`config.mk`:
```
export PLATFORM = sky130hd
export DESIGN_NAME = adc_serial_emu
export DESIGN_NICKNAME = d
export VERILOG_FILES = /design/src/rtl/adc_serial_pkg.sv /design/src/rtl/adc_serial_edges.sv /design/src/rtl/adc_serial_seq.sv /design/src/rtl/adc_serial_shifter.sv /design/src/rtl/adc_serial_emu.sv
export SDC_FILE = /design/constraint.sdc
export NUM_CORES = 1
export LEC_CHECK = 0
export ABC_CLOCK_PERIOD_IN_PS = 7800
export BUFFER_PORTS_ARGS = -buffer_cell sky130_fd_sc_hd__buf_2
export CAP_MARGIN = 20
export CORE_AREA = 2 2 48 72
export CTS_CLUSTER_DIAMETER = 50
export DETAILED_ROUTE_END_ITERATION = 8
export DIE_AREA = 0 0 50 74
export GPL_TIMING_DRIVEN = 0
export PLACE_DENSITY_LB_ADDON = 0.25
export SETUP_SLACK_MARGIN = 0.5
export SLEW_MARGIN = 20
export SYNTH_ARGS = -nofsm -noshare
export SYNTH_HDL_FRONTEND = slang
export SYNTH_SLANG_ARGS = --single-unit
```
`constraint.sdc`:
```
create_clock -name clk -period 7.8 [get_ports clk]
set_input_delay 1.56 -clock clk [delete_from_list [all_inputs] [get_ports clk]]
set_output_delay 1.56 -clock clk [all_outputs]
set_load 0.02 [all_outputs]
```
`src/rtl/adc_serial_pkg.sv`:
```
package adc_serial_pkg;

  typedef enum logic [1:0] {
    MODE_TRACK   = 2'd0,
    MODE_CONVERT = 2'd1,
    MODE_PDOWN   = 2'd2
  } adc_mode_e;

  localparam int DEF_DATA_W     = 12;
  localparam int DEF_LEAD_ZEROS = 2;
  localparam int DEF_TRAIL_ZEROS = 2;
  localparam int DEF_TRACK_RISE = 14;
  localparam int DEF_PD_FIRST   = 2;
  localparam int DEF_PD_LAST    = 10;

endpackage

```
`src/rtl/adc_serial_edges.sv`:
```
module adc_serial_edges (
  input  logic clk,
  input  logic rst_n,
  input  logic cs_n,
  input  logic sclk,
  output logic cs_fall,
  output logic cs_rise,
  output logic sck_fall,
  output logic sck_rise
);
  logic cs_q;
  logic sck_q;
  logic in_frame;

  always_ff @(posedge clk or negedge rst_n) begin
    if (!rst_n) begin
      cs_q  <= 1'b1;
      sck_q <= 1'b1;
    end else begin
      cs_q  <= cs_n;
      sck_q <= sclk;
    end
  end

  // serial clock edges only count while chip select stays low
  assign in_frame = !cs_q && !cs_n;
  assign cs_fall  = cs_q && !cs_n;
  assign cs_rise  = !cs_q && cs_n;
  assign sck_fall = in_frame && sck_q && !sclk;
  assign sck_rise = in_frame && !sck_q && sclk;
endmodule

```
`src/rtl/adc_serial_seq.sv`:
```
module adc_serial_seq
  import adc_serial_pkg::*;
#(
  parameter int FRAME_LEN  = 16,
  parameter int TRACK_RISE = DEF_TRACK_RISE,
  parameter int PD_FIRST   = DEF_PD_FIRST,
  parameter int PD_LAST    = DEF_PD_LAST,
  parameter int CNT_W      = $clog2(FRAME_LEN + 1)
) (
  input  logic             clk,
  input  logic             rst_n,
  input  logic             cs_fall,
  input  logic             cs_rise,
  input  logic             sck_fall,
  input  logic             sck_rise,
  output logic [CNT_W-1:0] fall_cnt,
  output adc_mode_e        mode,
  output logic             frame_valid,
  output logic             pd_abort
);
  localparam logic [CNT_W-1:0] CNT_MAX = CNT_W'(FRAME_LEN);

  logic [CNT_W-1:0] rise_cnt;

  function automatic logic in_pd_window(input logic [CNT_W-1:0] n);
    return (int'(n) >= PD_FIRST) && (int'(n) < PD_LAST);
  endfunction

  function automatic logic ends_conversion(input logic [CNT_W-1:0] n);
    return (int'(n) + 1) == TRACK_RISE;
  endfunction

  assign pd_abort = cs_rise && in_pd_window(fall_cnt);

  always_ff @(posedge clk or negedge rst_n) begin
    if (!rst_n) begin
      fall_cnt    <= '0;
      rise_cnt    <= '0;
      mode        <= MODE_TRACK;
      frame_valid <= 1'b0;
    end else if (cs_fall) begin
      fall_cnt    <= '0;
      rise_cnt    <= '0;
      mode        <= MODE_CONVERT;
      frame_valid <= (mode != MODE_PDOWN);
    end else if (cs_rise) begin
      mode <= pd_abort ? MODE_PDOWN : MODE_TRACK;
    end else begin
      if (sck_fall && fall_cnt != CNT_MAX) begin
        fall_cnt <= fall_cnt + 1'b1;
      end
      if (sck_rise) begin
        if (rise_cnt != CNT_MAX) begin
          rise_cnt <= rise_cnt + 1'b1;
        end
        if (ends_conversion(rise_cnt)) begin
          mode <= MODE_TRACK;
        end
      end
    end
  end
endmodule

```
`src/rtl/adc_serial_shifter.sv`:
```
module adc_serial_shifter #(
  parameter int DATA_W     = 12,
  parameter int LEAD_ZEROS = 2,
  parameter int CNT_W      = 5
) (
  input  logic              clk,
  input  logic              rst_n,
  input  logic              cs_fall,
  input  logic              cs_rise,
  input  logic              sck_fall,
  input  logic [CNT_W-1:0]  fall_cnt,
  input  logic [DATA_W-1:0] sample_in,
  output logic              sdata,
  output logic              sdata_oe
);
  logic [DATA_W-1:0] word_q;

  // bit of the frame at position pos: zero padding outside the data field
  function automatic logic frame_bit(input logic [DATA_W-1:0] w, input int pos);
    logic [DATA_W-1:0] t;
    if (pos < LEAD_ZEROS || pos >= LEAD_ZEROS + DATA_W) begin
      return 1'b0;
    end
    t = w << (pos - LEAD_ZEROS);
    return t[DATA_W-1];
  endfunction

  always_ff @(posedge clk or negedge rst_n) begin
    if (!rst_n) begin
      word_q   <= '0;
      sdata    <= 1'b0;
      sdata_oe <= 1'b0;
    end else if (cs_fall) begin
      word_q   <= sample_in;
      sdata    <= frame_bit(sample_in, 0);
      sdata_oe <= 1'b1;
    end else if (cs_rise) begin
      sdata_oe <= 1'b0;
    end else if (sck_fall) begin
      sdata <= frame_bit(word_q, int'(fall_cnt) + 1);
    end
  end
endmodule

```
`src/rtl/adc_serial_emu.sv`:
```
module adc_serial_emu
  import adc_serial_pkg::*;
#(
  parameter int DATA_W      = DEF_DATA_W,
  parameter int LEAD_ZEROS  = DEF_LEAD_ZEROS,
  parameter int TRAIL_ZEROS = DEF_TRAIL_ZEROS,
  parameter int TRACK_RISE  = DEF_TRACK_RISE,
  parameter int PD_FIRST    = DEF_PD_FIRST,
  parameter int PD_LAST     = DEF_PD_LAST
) (
  input  logic              clk,
  input  logic              rst_n,
  input  logic              cs_n,
  input  logic              sclk,
  input  logic [DATA_W-1:0] sample_in,
  output logic              sdata,
  output logic              sdata_oe,
  output logic              st_track,
  output logic              st_convert,
  output logic              st_powerdown,
  output logic              frame_valid
);
  localparam int FRAME_LEN = LEAD_ZEROS + DATA_W + TRAIL_ZEROS;
  localparam int CNT_W     = $clog2(FRAME_LEN + 1);

  // named internal events, also used by the bound checker
  logic             cs_fall;
  logic             cs_rise;
  logic             sck_fall;
  logic             sck_rise;
  logic             pd_abort;
  logic [CNT_W-1:0] fall_cnt;
  adc_mode_e        mode;

  adc_serial_edges u_edges (
    .clk      (clk),
    .rst_n    (rst_n),
    .cs_n     (cs_n),
    .sclk     (sclk),
    .cs_fall  (cs_fall),
    .cs_rise  (cs_rise),
    .sck_fall (sck_fall),
    .sck_rise (sck_rise)
  );

  adc_serial_seq #(
    .FRAME_LEN  (FRAME_LEN),
    .TRACK_RISE (TRACK_RISE),
    .PD_FIRST   (PD_FIRST),
    .PD_LAST    (PD_LAST),
    .CNT_W      (CNT_W)
  ) u_seq (
    .clk         (clk),
    .rst_n       (rst_n),
    .cs_fall     (cs_fall),
    .cs_rise     (cs_rise),
    .sck_fall    (sck_fall),
    .sck_rise    (sck_rise),
    .fall_cnt    (fall_cnt),
    .mode        (mode),
    .frame_valid (frame_valid),
    .pd_abort    (pd_abort)
  );

  adc_serial_shifter #(
    .DATA_W     (DATA_W),
    .LEAD_ZEROS (LEAD_ZEROS),
    .CNT_W      (CNT_W)
  ) u_shift (
    .clk       (clk),
    .rst_n     (rst_n),
    .cs_fall   (cs_fall),
    .cs_rise   (cs_rise),
    .sck_fall  (sck_fall),
    .fall_cnt  (fall_cnt),
    .sample_in (sample_in),
    .sdata     (sdata),
    .sdata_oe  (sdata_oe)
  );

  assign st_track     = (mode == MODE_TRACK);
  assign st_convert   = (mode == MODE_CONVERT);
  assign st_powerdown = (mode == MODE_PDOWN);
endmodule

```
---- After elaboration in Yosys (flattened, before gate mapping) ----
Index checks and enable logic that the tools add are counted.
cells by class
  add/sub/neg operators ................... 5
  magnitude comparators ................... 4
  equality and inequality tests ........... 7
  shift operators ......................... 1
  mux-type cells .......................... 23
  reduce and logical (&&, ||, !) cells .... 27
operators by type and width
  operator                                               count
  two-way mux 5 bit                                      7
  equality test 32 x 5 -> 1 bit (second input constant)  1
  >= comparator 32 x 5 -> 1 bit (second input constant)  1
  < comparator 32 x 3 -> 1 bit (second input constant)   1
  left shift 12 x 32 -> 12 bit                           1
  subtractor 32 x 3 -> 32 bit (second input constant)    1
  adder 5 x 1 -> 6 bit (second input constant)           2
  two-way mux 1 bit                                      11
  adder 5 x 1 -> 5 bit (second input constant)           2
  logical AND 1 bit                                      10
  two-way mux 2 bit                                      5
  inequality test 5 bit (second input constant)          2
  nonzero test 2 bit                                     5
  AND reduction 2 bit                                    3
  nonzero test 3 bit                                     2
  >= comparator 5 x 2 -> 1 bit (second input constant)   1
  < comparator 5 x 4 -> 1 bit (second input constant)    1
  logical NOT 1 bit                                      4
  inequality test 2 bit (second input constant)          2
  AND reduction 3 bit                                    1
  equality test 2 x 1 -> 1 bit (second input constant)   1
  equality test 2 bit (second input constant)            1
  logical NOT 2 bit                                      1
  logical OR 1 bit                                       1
storage, ports and cells
  flip-flop bits (word level) ............. 29
  input bits .............................. 16
  output and inout bits ................... 6
  word-level logic and storage cells ...... 76

---- Longest topological paths before layout ----
Gate-level depths: netlist of the first run.
  depth in word-level cells ............... 11
  gate-level depth with buffers ........... 15
  gate-level depth less buffers ........... 13

---- Cells and area by module ----
From an unflattened synthesis of the first run, not the netlist that was laid out.
second synthesis, totals
  cell total of the unflattened synthesis .. 146
  area, all modules ....................... 1666.6 um2
by module, submodules not included
  module              instances  cells an instance  area each (um2)  seq. area each (um2)
  adc_serial_shifter  1          64                 804.5            350.3
  adc_serial_seq      1          73                 759.5            325.3
  adc_serial_edges    1          6                  83.8             52.6
  adc_serial_emu      1          3                  18.8             0.0

---- Least setup slack after synthesis of the first run ----
No wires, ideal clock.
  path kind ............................... input to register
  from .................................... input port cs_n
  to ...................................... register u_shift.sdata
  setup time .............................. 104 ps
  arrival time ............................ 3046 ps
  required time ........................... 7696 ps
  path slack .............................. 4651 ps
  stages on the path ...................... 7
  buffers on the path ..................... 1
  path through ............................ inv_1 > ha_1 > buf_6 > nor4_2 > o41ai_1 > or4b_1 > o41ai_2
between the ends
  elaborated cells between the ends (all ways) .. 10
  those cells by class .................... eq/ne: 1; mux: 1; reduce/logical: 8
RTL lines
  item                                                                                 line                      RTL
  start, declared                                                                      adc_serial_emu.sv:13      input logic cs_n,
  logical NOT 1 bit *                                                                  adc_serial_edges.sv:27    assign cs_fall = cs_q && !cs_n;
  logical AND 1 bit *                                                                  adc_serial_edges.sv:27
  named net cs_fall                                                                    adc_serial_emu.sv:27      logic cs_fall;
  inequality test 2 bit (no source line) / nonzero test 2 bit (equally long branches)  n/a
  AND reduction 2 bit (no source line)                                                 n/a
  end signal, assigned                                                                 adc_serial_shifter.sv:35  sdata <= frame_bit(sample_in, 0);
  end signal, assigned                                                                 adc_serial_shifter.sv:40  sdata <= frame_bit(word_q, int'(fall_cnt) + 1);
  end, declared                                                                        adc_serial_shifter.sv:13  output logic sdata,
The timed path passes the listed nets; every way through them passes the cells marked *.
A chain may end at the register's enable or synchronous reset.

---- Final worst setup path of the first run ----
  from .................................... register u_seq.fall_cnt[0]
  to ...................................... register u_shift.sdata
between the ends
  word-level cells in the longest chain between the ends .. 11
  elaborated cells between the ends (all ways) .. 14
  those cells by class .................... add/sub: 2; order compare: 2; shift: 1; mux: 8; reduce/logical: 1
ends and longest elaborated chain
  item                                                                 line                      RTL
  start, declared                                                      adc_serial_seq.sv:16      output logic [CNT_W-1:0] fall_cnt,
  start signal, assigned                                               adc_serial_seq.sv:50      fall_cnt <= fall_cnt + 1'b1;
  adder 5 x 1 -> 6 bit *                                               adc_serial_shifter.sv:40
  branches (longest 6 deep; another with subtractor 32 x 3 -> 32 bit)  n/a
  two-way mux 1 bit *                                                  adc_serial_shifter.sv:24  t = w << (pos - LEAD_ZEROS);
  two-way mux 1 bit *                                                  adc_serial_shifter.sv:39  end else if (sck_fall) begin
  two-way mux 1 bit *                                                  adc_serial_shifter.sv:37  end else if (cs_rise) begin
  two-way mux 1 bit *                                                  adc_serial_shifter.sv:33  end else if (cs_fall) begin
Mark *: on every way between the ends. The select of a mux whose other input is x is not followed.

==> impl_summary.log, run 1 <==
INFO  metric outcome = finished, final reports clean
INFO  metric worst-setup-path-type = flip-flop to flip-flop
INFO  metric cp-startpoint = u_seq.fall_cnt[0]
INFO  metric tritoncts = built
INFO  metric power_per_cell_area = 284 nW/µm²
INFO  metric hold_viol = 0
INFO  metric first_global_vias = 1370
INFO  metric final_net_count = about 230
INFO  metric max_freq = around 0.3 GHz
INFO  metric power.sequential.fraction = 0.360
INFO  metric synthFlopType = sky130_fd_sc_hd__dfrtp_1
INFO  metric globalRouteTotalUtil = 0.218
INFO  metric area_of_all_placed_cells_without_fillers = 2030 µm²
INFO  metric global_route_wire_length_before_repair = 5.98 mm
INFO  metric synthDistinctLibCells = 40
INFO  metric min_period_over_period = 0.426
INFO  metric ys_async_sr_fraction = 1.00
INFO  metric worst-r2r-cell-count = 14
INFO  metric layout-drive-gt1-share = 0.285
INFO  metric timing.clock.skew = 0.00722 ns
INFO  metric antenna_left = 0
INFO  metric holdWs = 0.502 ns
INFO  metric cts_max_path_buffers = 2
INFO  metric timing.rr.start = u_seq.fall_cnt[0]
INFO  metric initial_utilization = 0.574
INFO  metric setup_viol = 0
INFO  metric critical-path-slowest-cell = sky130_fd_sc_hd__or4b_1
INFO  metric numClockSinks = 29
INFO  metric internal_power = between 300 and 400 µW
INFO  metric combPwrFrac = 0.408
INFO  metric synthDominantAreaCellType = sky130_fd_sc_hd__dfrtp_1
INFO  metric die_area = 3700 µm²
INFO  metric place_congestion = around 0.88
INFO  metric antennaDiodeCount = 0
INFO  metric layout_min_cycle_time = approximately 3.3 ns
INFO  metric layout.cells.most_common = sky130_fd_sc_hd__dfrtp_1
INFO  metric timing.critical_path.from_type = flip-flop
INFO  metric routed_wl = 3.45 mm
INFO  metric mappedNetlistArea = 1780 µm²
INFO  metric detailedRoute.firstIterationViolations = 19
INFO  metric most-common-layout-cells = 27 x sky130_fd_sc_hd__dfrtp_1, 23 x sky130_fd_sc_hd__buf_2, 14 x sky130_fd_sc_hd__inv_1, 14 x sky130_fd_sc_hd__ha_1, 13 x sky130_fd_sc_hd__mux2_2
INFO  metric post-route-worst-setup-slack = about 4.5 ns
INFO  metric p_switching = 209 µW
INFO  metric clock_power_share = 0.232
INFO  metric place_hpwl = 2.58 mm
INFO  metric max-vdd-ir-drop = 208 µV
INFO  metric layout.area.seq = ~730 µm²
INFO  metric sw_frac_of_total = 0.362
INFO  metric grt_start_max_net_pins = 30
INFO  metric reg2reg_to = u_shift.sdata
INFO  metric drc = 0
INFO  metric maxCapViolations = 0
INFO  metric synth_area_per_cell = 10.4 µm²
INFO  metric design_power_total = around 580 µW
INFO  metric dr_total_vias = between 1000 and 1500
INFO  metric port_buffers = 21
INFO  metric worstPathArrival = ~3.5 ns
INFO  metric hp-class = flip-flop to flip-flop
INFO  metric synth-warning-count = 0
INFO  metric place_worst_setup_slack = 4.37 ns
INFO  metric vias_per_cell = about 5.6
INFO  metric post_drt_wl_per_cell = 14.4 µm
INFO  metric postCtsResizedCells = 0
INFO  metric slew-limit-headroom = 0.583
INFO  metric critPathMaxFanout = 8
INFO  metric buffer_cell_driving_the_clock_tree_root = sky130_fd_sc_hd__clkbuf_8
INFO  metric leakagePower = 0.976 nW
INFO  metric cp_cell_sequence = buf_2, inv_1, ha_1, buf_4, inv_1, ha_1, inv_1, nor2_1, nand2_1, ha_1, nor4_2, o41ai_1, or4b_1, o41ai_2
INFO  metric cts_setup_buffers = 0
INFO  metric clock_tree.htree_level_count = 2
INFO  metric setup.reg_to_reg.worst_slack = 4.48 ns
INFO  metric antenna_found_initial = 0
INFO  metric cts-buffers-inserted = 5
INFO  metric unrepaired_setup_endpoints_after_global_routing = no
INFO  metric placement.cell_area = 1930 µm²
INFO  metric layout.filler_cells = 265
INFO  metric crit_path_end_kind = flip-flop
INFO  metric areaGrowthSynthToFinish = 14.4%
INFO  metric detail_route.first_pass.iterations = 4
INFO  metric floorplan.rows = 25
INFO  metric clk_latency = about 0.28 ns
INFO  metric multiInputGateArea = 938 µm²
INFO  metric synth_top_area_share = 0.380
INFO  metric io_pins = 22
INFO  metric worst_setup_hold_path_clk_slew = 0.06 ns
INFO  metric yosysSeqAreaShare = 0.410
INFO  metric aggregate_global_routing_overflow = 0
INFO  metric core_area = 3100 µm²
INFO  metric floorplan.die.height = 74 µm
INFO  metric fin_tns_setup = 0 ns
INFO  metric timing.critical_path.to = u_shift.sdata
INFO  metric max_slew.worst_pin.slew = 0.625 ns
INFO  metric ys_top_cells_by_area = sky130_fd_sc_hd__dfrtp_1 38%, sky130_fd_sc_hd__ha_1 9.9%, sky130_fd_sc_hd__mux2_2 8.2%
INFO  metric postSynthNetCount = 201
INFO  metric synthesis.instances = 171
INFO  metric cts_hold_repair.buffers = 0
INFO  metric synth-edff-count = 0
INFO  metric worst_ep_required_time = 7.97 ns
INFO  metric drv_slew = 0
INFO  metric yosys_register_bits = 29
INFO  metric timing.critical_path.slowest_cell_delay = between 0.5 and 0.6 ns
INFO  metric chipWidth = approximately 50 µm
-- per-stage QoR --
step                      utilization  instances
final                           0.657        240
after global routing            0.657        240
after CTS                       0.657        240
after detailed placement        0.624        232
after global placement          0.624        232
after floorplan                     -        171
-- worst max-delay path: cells and delay by family (launching register included) --
family / cells / cell delay (ns)
AO/OA/AOI/OAI: 2 / 0.40
flip-flops: 1 / 0.38
buffers and inverters: 5 / 0.69
adder cells (fa/ha/maj): 3 / 0.77
AND/OR/NAND/NOR: 4 / 0.95
-- cell type report --
class                           instances  share of cell area
Sequential cell                        29               0.358
Clock buffer                            7              0.0474
Buffer                                 10              0.0289
Tap cell                               40              0.0246
Timing Repair Buffer                   21              0.0517
Multi-Input combinational cell        118               0.461
Clock inverter                          1             0.00246
Inverter                               14              0.0258
-- cell families (layout without fill, tap and decap cells) --
| logic type | count (synthesis) | in the layout | share of synthesized area |
|---|---|---|---|
| AND/OR/NAND/NOR | 48 | 48 | 0.146 |
| flip-flops | 29 | 29 | 0.410 |
| buffers and inverters | 24 | 53 | 0.0626 |
| AO/OA/AOI/OAI | 32 | 32 | 0.128 |
| multiplexers | 19 | 19 | 0.130 |
| XOR/XNOR | 5 | 5 | 0.0246 |
| adder cells (fa/ha/maj) | 14 | 14 | 0.0985 |
-- cell usage after synthesis, types with 2 or more instances --
master,n
sky130_fd_sc_hd__dfrtp_1,27
sky130_fd_sc_hd__ha_1,14
sky130_fd_sc_hd__inv_1,14
sky130_fd_sc_hd__mux2_2,13
sky130_fd_sc_hd__nand2_1,10
sky130_fd_sc_hd__nor2_1,10
sky130_fd_sc_hd__nand3_1,9
sky130_fd_sc_hd__o21ai_0,9
sky130_fd_sc_hd__a21oi_1,5
sky130_fd_sc_hd__clkbuf_1,4
sky130_fd_sc_hd__mux2i_1,4
sky130_fd_sc_hd__nor2b_1,4
sky130_fd_sc_hd__a22o_1,3
sky130_fd_sc_hd__a41o_1,3
sky130_fd_sc_hd__buf_4,3
sky130_fd_sc_hd__o22ai_1,3
sky130_fd_sc_hd__o31ai_1,3
sky130_fd_sc_hd__xnor2_1,3
sky130_fd_sc_hd__and3b_1,2
sky130_fd_sc_hd__buf_2,2
sky130_fd_sc_hd__dfstp_2,2
sky130_fd_sc_hd__mux4_2,2
sky130_fd_sc_hd__nor3_1,2
sky130_fd_sc_hd__nor3b_1,2
sky130_fd_sc_hd__or2_2,2
sky130_fd_sc_hd__xor2_1,2
-- state kept, by name (all words and copies together) (netlist names) --
register and cells:
u_shift.word_q 12, u_shift.sdata_oe 1, u_shift.sdata 1, u_seq.fall_cnt 5
u_seq.frame_valid 1, u_seq.mode 2, u_edges.cs_q 1, u_seq.rise_cnt 5
u_edges.sck_q 1
-- how the worst min path moves through the flow --
| stage | from | endpoint | cells after the start |
|---|---|---|---|
| finish | u_shift.sdata_oe | u_shift.sdata_oe | 1 |
| global route | u_shift.sdata_oe | u_shift.sdata_oe | 1 |
| CTS | u_shift.sdata_oe | u_shift.sdata_oe | 1 |
| detailed placement | u_shift.sdata_oe | u_shift.sdata_oe | 1 |
| global placement | u_shift.sdata | u_shift.sdata | 2 |
| floorplan | u_shift.word_q[2] | u_shift.word_q[2] | 1 |
-- power by group through the flow --
stage | Sequential [mW] | Combinational, mW | Clock, mW
floorplan | 0.207 | 0.182 | 0
global placement | 0.207 | 0.228 | 0
detailed placement | 0.210 | 0.236 | 0
CTS | 0.208 | 0.239 | 0.137
global route | 0.212 | 0.266 | 0.144
finish | 0.208 | 0.236 | 0.134
-- per-layer routing --
| layer | global-route usage | up-vias | wire, µm |
|---|---|---|---|
| li1 | - | 663 | - |
| met1 | 0.242 | 645 | 1460 |
| met2 | 0.377 | 19 | 1810 |
| met3 | 0.0562 | 10 | 86 |
| met4 | 0.120 | 0 | 100 |
| met5 | 0 | - | 0 |
(Power assumes the default switching activity.)
==> run 2: changes to the inputs <==
- ABC_AREA: not set -> 1
- ABC_CLOCK_PERIOD_IN_PS: 7800 -> 3400
- CORE_AREA: 2 2 48 72 -> 2 2 49 74
- DIE_AREA: 0 0 50 74 -> 0 0 51 76
- clock period: 7.8 -> 3.4 ns (I/O delays scaled with it)
==> run 2 against run 1 <==
Flip-flop and latch count unchanged; clock skew decreased by 0.0019 ns; largest cell class unchanged; non-clock buffer count decreased by 2; area after synthesis increased by 3.0%; worst hold slack got worse by 0.093 ns; global-route usage increased by 0.21 points; clock-buffer cell count unchanged; via count increased by 17%; critical path type unchanged; total power increased to 2.7 times the previous value; synthesized cell count increased by 40%; first-iteration DRC count increased by 74%; critical path depth increased by 1.
==> impl_summary.log, run 2 <==
INFO  metric tritoncts = built
INFO  metric ys_async_sr_fraction = 1.00 (unchanged)
INFO  metric clk_latency = 0.28 ns (about the same)
INFO  metric outcome = finished, final reports clean
INFO  metric ys_top_cells_by_area = sky130_fd_sc_hd__dfrtp_1 37%, sky130_fd_sc_hd__nand2_1 17%, sky130_fd_sc_hd__ha_1 9.6%
INFO  metric power_per_cell_area = 755 nW/µm² (+170%)
INFO  metric synth_compound_gate_area_share = 0.0656 (-0.0625)
INFO  metric critical-path-slowest-cell = sky130_fd_sc_hd__dfrtp_1
INFO  metric postSynthNetCount = 269 (+34%)
INFO  metric worst_ep_required_time = 3.62 ns (-4.35 ns)
INFO  metric antennaDiodeCount = 0 (unchanged)
INFO  metric antenna_found_initial = 0 (unchanged)
INFO  metric yosys_register_bits = 29 (unchanged)
INFO  metric worst_setup_hold_path_clk_slew = 0.06 ns (about the same)
INFO  metric hold_viol = 0 (unchanged)
INFO  metric drv_slew = 0 (unchanged)
INFO  metric cts-buffers-inserted = 5 (unchanged)
INFO  metric leakagePower = 1.11 nW (+14%)
INFO  metric drc = 0 (unchanged)
INFO  metric layout_min_cycle_time = 2.53 ns (-0.793 ns)
INFO  metric critPathMaxFanout = 11 (+3)
INFO  metric io_pins = 22 (unchanged)
INFO  metric worst-setup-path-type = flip-flop to flip-flop
INFO  metric areaGrowthSynthToFinish = 14.1%
INFO  metric synth.mux.area_fraction = 0 (-0.130)
INFO  metric leading_post_synthesis_cells_by_instance_count = 82 x sky130_fd_sc_hd__nand2_1, 27 x sky130_fd_sc_hd__dfrtp_1, 22 x sky130_fd_sc_hd__inv_1
INFO  metric layout.filler_cells = 321 (+21%)
INFO  metric most-common-layout-cells = 82 x sky130_fd_sc_hd__nand2_1, 27 x sky130_fd_sc_hd__dfrtp_1, 23 x sky130_fd_sc_hd__buf_2, 22 x sky130_fd_sc_hd__inv_1, 18 x sky130_fd_sc_hd__nor2_1
INFO  metric reg2reg_to = u_shift.sdata
INFO  metric yosysSeqAreaShare = 0.398 (-0.0118)
INFO  metric fin_tns_setup = 0 ns (unchanged)
INFO  metric postCtsResizedCells = 0 (unchanged)
INFO  metric setup_viol = 0 (unchanged)
INFO  metric detail_route.first_pass.iterations = 4 (unchanged)
INFO  metric layout-drive-gt1-share = 0.216 (-0.0686)
INFO  metric detailedRoute.firstIterationViolations = 33 (+14)
INFO  metric reg_top3 = u_shift.word_q: 12 flops, u_seq.fall_cnt: 5 flops, u_seq.rise_cnt: 5 flops
INFO  metric timing.critical_path.from_type = flip-flop
INFO  metric initial_utilization = 0.557 (-0.0170)
INFO  metric buffer_cell_driving_the_clock_tree_root = sky130_fd_sc_hd__clkbuf_8
INFO  metric timing.clock.skew = 0.00535 ns (-0.00187 ns)
INFO  metric aggregate_global_routing_overflow = 0 (unchanged)
INFO  metric synth_top_area_share = 0.369 (-0.0109)
INFO  metric unrepaired_setup_endpoints_after_global_routing = no
INFO  metric routed_wl = 3.56 mm (+3.2%)
INFO  metric port_buffers = 21 (unchanged)
INFO  metric max_slew.worst_pin.slew = 0.623 ns (-0.00200 ns)
INFO  metric synth-warning-count = 0 (unchanged)
INFO  metric numClockSinks = 29 (unchanged)
INFO  metric yosys.cell_count.top_type = sky130_fd_sc_hd__nand2_1
INFO  metric max_freq = 0.395 GHz (+31%)
INFO  metric slew-limit-headroom = 0.585 (+0.00133)
INFO  metric layout.cells.most_common = sky130_fd_sc_hd__nand2_1
INFO  metric crit_path_end_kind = flip-flop
INFO  metric synth_area_per_cell = 7.66 µm² (-26%)
INFO  metric clock_tree.htree_level_count = 2 (unchanged)
INFO  metric timing.rr.start = u_seq.fall_cnt[0]
INFO  metric worst-r2r-cell-count = 15 (+1)
INFO  metric place_congestion = 0.837 (-5.4%)
INFO  metric die_area = 3880 µm² (+4.8%)
INFO  metric largest_family_of_logic_cells_by_synthesized_area = simple AND/OR/NAND/NOR gates
INFO  metric place_hpwl = 2.65 mm (+3.0%)
INFO  metric synthFlopType = sky130_fd_sc_hd__dfrtp_1
INFO  metric hp-class = input pin to asynchronous set/reset pin
INFO  metric final_net_count = 297 (+30%)
INFO  metric grt_start_max_net_pins = 30 (unchanged)
INFO  metric dr_total_vias = 1565 (+17%)
INFO  metric core_area = 3290 µm² (+6.1%)
INFO  metric chipWidth = 51 µm (+2.0%)
INFO  metric top_register = u_shift.word_q
INFO  metric synthesis.instances = 239 (+40%)
INFO  metric synthDominantAreaCellType = sky130_fd_sc_hd__dfrtp_1
INFO  metric min_period_over_period = 0.745 (+0.318)
INFO  metric worstPathArrival = 2.76 ns (-0.74 ns)
INFO  metric max-vdd-ir-drop = 608 µV (+190%)
INFO  metric global_route_wire_length_before_repair = 6.49 mm (+8.5%)
INFO  metric vias_per_cell = 5.05 (-9.4%)
INFO  metric mappedNetlistArea = 1830 µm² (+3.0%)
INFO  metric floorplan.die.height = 76 µm (+2.7%)
INFO  metric yosys.area_share.xor_xnor = 0.00478 (-0.0198)
INFO  metric design_power_total = 1.58 mW (+170%)
INFO  metric synthDistinctLibCells = 31 (-23%)
INFO  metric synth_fa_ha_area_frac = 0.0957 (-0.00283)
INFO  metric cp_cell_sequence = buf_6, inv_4, buf_6, ha_1, inv_2, ha_1, nand3_1, ha_1, nor2_1, nand3b_1, nor2_1, nand2_1, nor2_1, nand3_1, nand2_1
INFO  metric setup.reg_to_reg.worst_slack = 0.87 ns (-3.61 ns)
INFO  metric floorplan.rows = 26 (+4.0%)
INFO  metric cts_setup_buffers = 0 (unchanged)
INFO  metric cts_hold_repair.buffers = 0 (unchanged)
INFO  metric synth-edff-count = 0 (unchanged)
INFO  metric maxCapViolations = 0 (unchanged)
INFO  metric globalRouteTotalUtil = 0.220 (+0.00211)
INFO  metric first_global_vias = 1513 (+10%)
INFO  metric post_drt_wl_per_cell = 11.5 µm (-20%)
INFO  metric yosys.area_share.simple = 0.347 (+0.201)
INFO  metric antenna_left = 0 (unchanged)
INFO  metric largest_register_ffs = 12 (unchanged)
INFO  metric post_layout_util = 0.636 (-0.0210)
INFO  metric cts_max_path_buffers = 2 (unchanged)
INFO  metric timing.critical_path.slowest_cell_delay = 0.40 ns (-0.11 ns)
-- run 2: cell count changes after synthesis, moves of 3 or more --
cell / change
sky130_fd_sc_hd__nand3_1: +5
sky130_fd_sc_hd__a22o_1: -3
sky130_fd_sc_hd__clkbuf_1: -3
sky130_fd_sc_hd__nor2_1: +8
sky130_fd_sc_hd__mux2_2: -13
sky130_fd_sc_hd__nand2_1: +72
sky130_fd_sc_hd__nand4_1: +5
sky130_fd_sc_hd__mux2i_1: -4
sky130_fd_sc_hd__nand2_2: +7
sky130_fd_sc_hd__inv_2: +3
sky130_fd_sc_hd__a41o_1: -3
sky130_fd_sc_hd__inv_1: +8
sky130_fd_sc_hd__nor2b_1: -4
-- run 2: worst max path at each step --
stage / from / endpoint / depth (start not counted)
3_5_place_dp: u_seq.fall_cnt[0] / u_shift.sdata / 15
3_3_place_gp: u_seq.fall_cnt[0] / u_shift.sdata / 17
4_1_cts: u_seq.fall_cnt[0] / u_shift.sdata / 15
6_report: u_seq.fall_cnt[0] / u_shift.sdata / 15
2_1_floorplan: u_seq.fall_cnt[0] / u_shift.sdata / 17
5_1_grt: u_seq.fall_cnt[0] / u_shift.sdata / 17
-- run 2: area by class of cell --
type | count | area (µm²) | area share
buffer | 8 | 62.6 | 0.0299
tap | 42 | 52.6 | 0.0251
inverter | 26 | 100 | 0.0479
clock buffer | 7 | 96.3 | 0.0461
sequential | 29 | 728 | 0.349
clock inverter | 1 | 5.00 | 0.00240
multi-input combinational | 176 | 940 | 0.450
timing repair buffer | 21 | 105 | 0.0503
-- run 2: where the power goes --
part / total (mW) / internal [mW] / switching [mW]
Clock: 0.311 / 0.182 / 0.129
Sequential: 0.485 / 0.420 / 0.0654
Combinational: 0.782 / 0.309 / 0.473
-- run 2: cells by family after synthesis --
| group | count (synthesis) |
|---|---|
| AND/OR/NAND/NOR | 140 |
| buffers and inverters | 34 |
| flip-flops | 29 |
| AO/OA/AOI/OAI | 21 |
| adder cells (fa/ha/maj) | 14 |
| XOR/XNOR | 1 |
-- run 2: per-layer routing --
layer	GRT usage	vias up	wire length (µm)
met1	0.267	716	1490
met5	0	-	0
li1	-	812	-
met2	0.358	26	1830
met4	0.122	0	123
met3	0.0392	11	112
-- run 2: stage by stage --
step | instances | setup slack (ns) | cell area [µm²] | hold slack [ns]
2_1_floorplan | 239 | 1.15 | 1830 | 0.384
3_3_place_gp | 302 | 0.875 | 1990 | 0.457
3_5_place_dp | 302 | 0.848 | 1990 | 0.460
4_1_cts | 310 | 0.839 | 2090 | 0.433
5_1_grt | 310 | 0.677 | 2090 | 0.469
6_report | 310 | 0.869 | 2090 | 0.409
-- run 2: worst max-delay path: cells and delay by family (launching register included) --
kind / cells / cell delay, ns
AND/OR/NAND/NOR: 8 / 0.74
adder cells (fa/ha/maj): 3 / 0.87
buffers and inverters: 4 / 0.47
flip-flops: 1 / 0.40
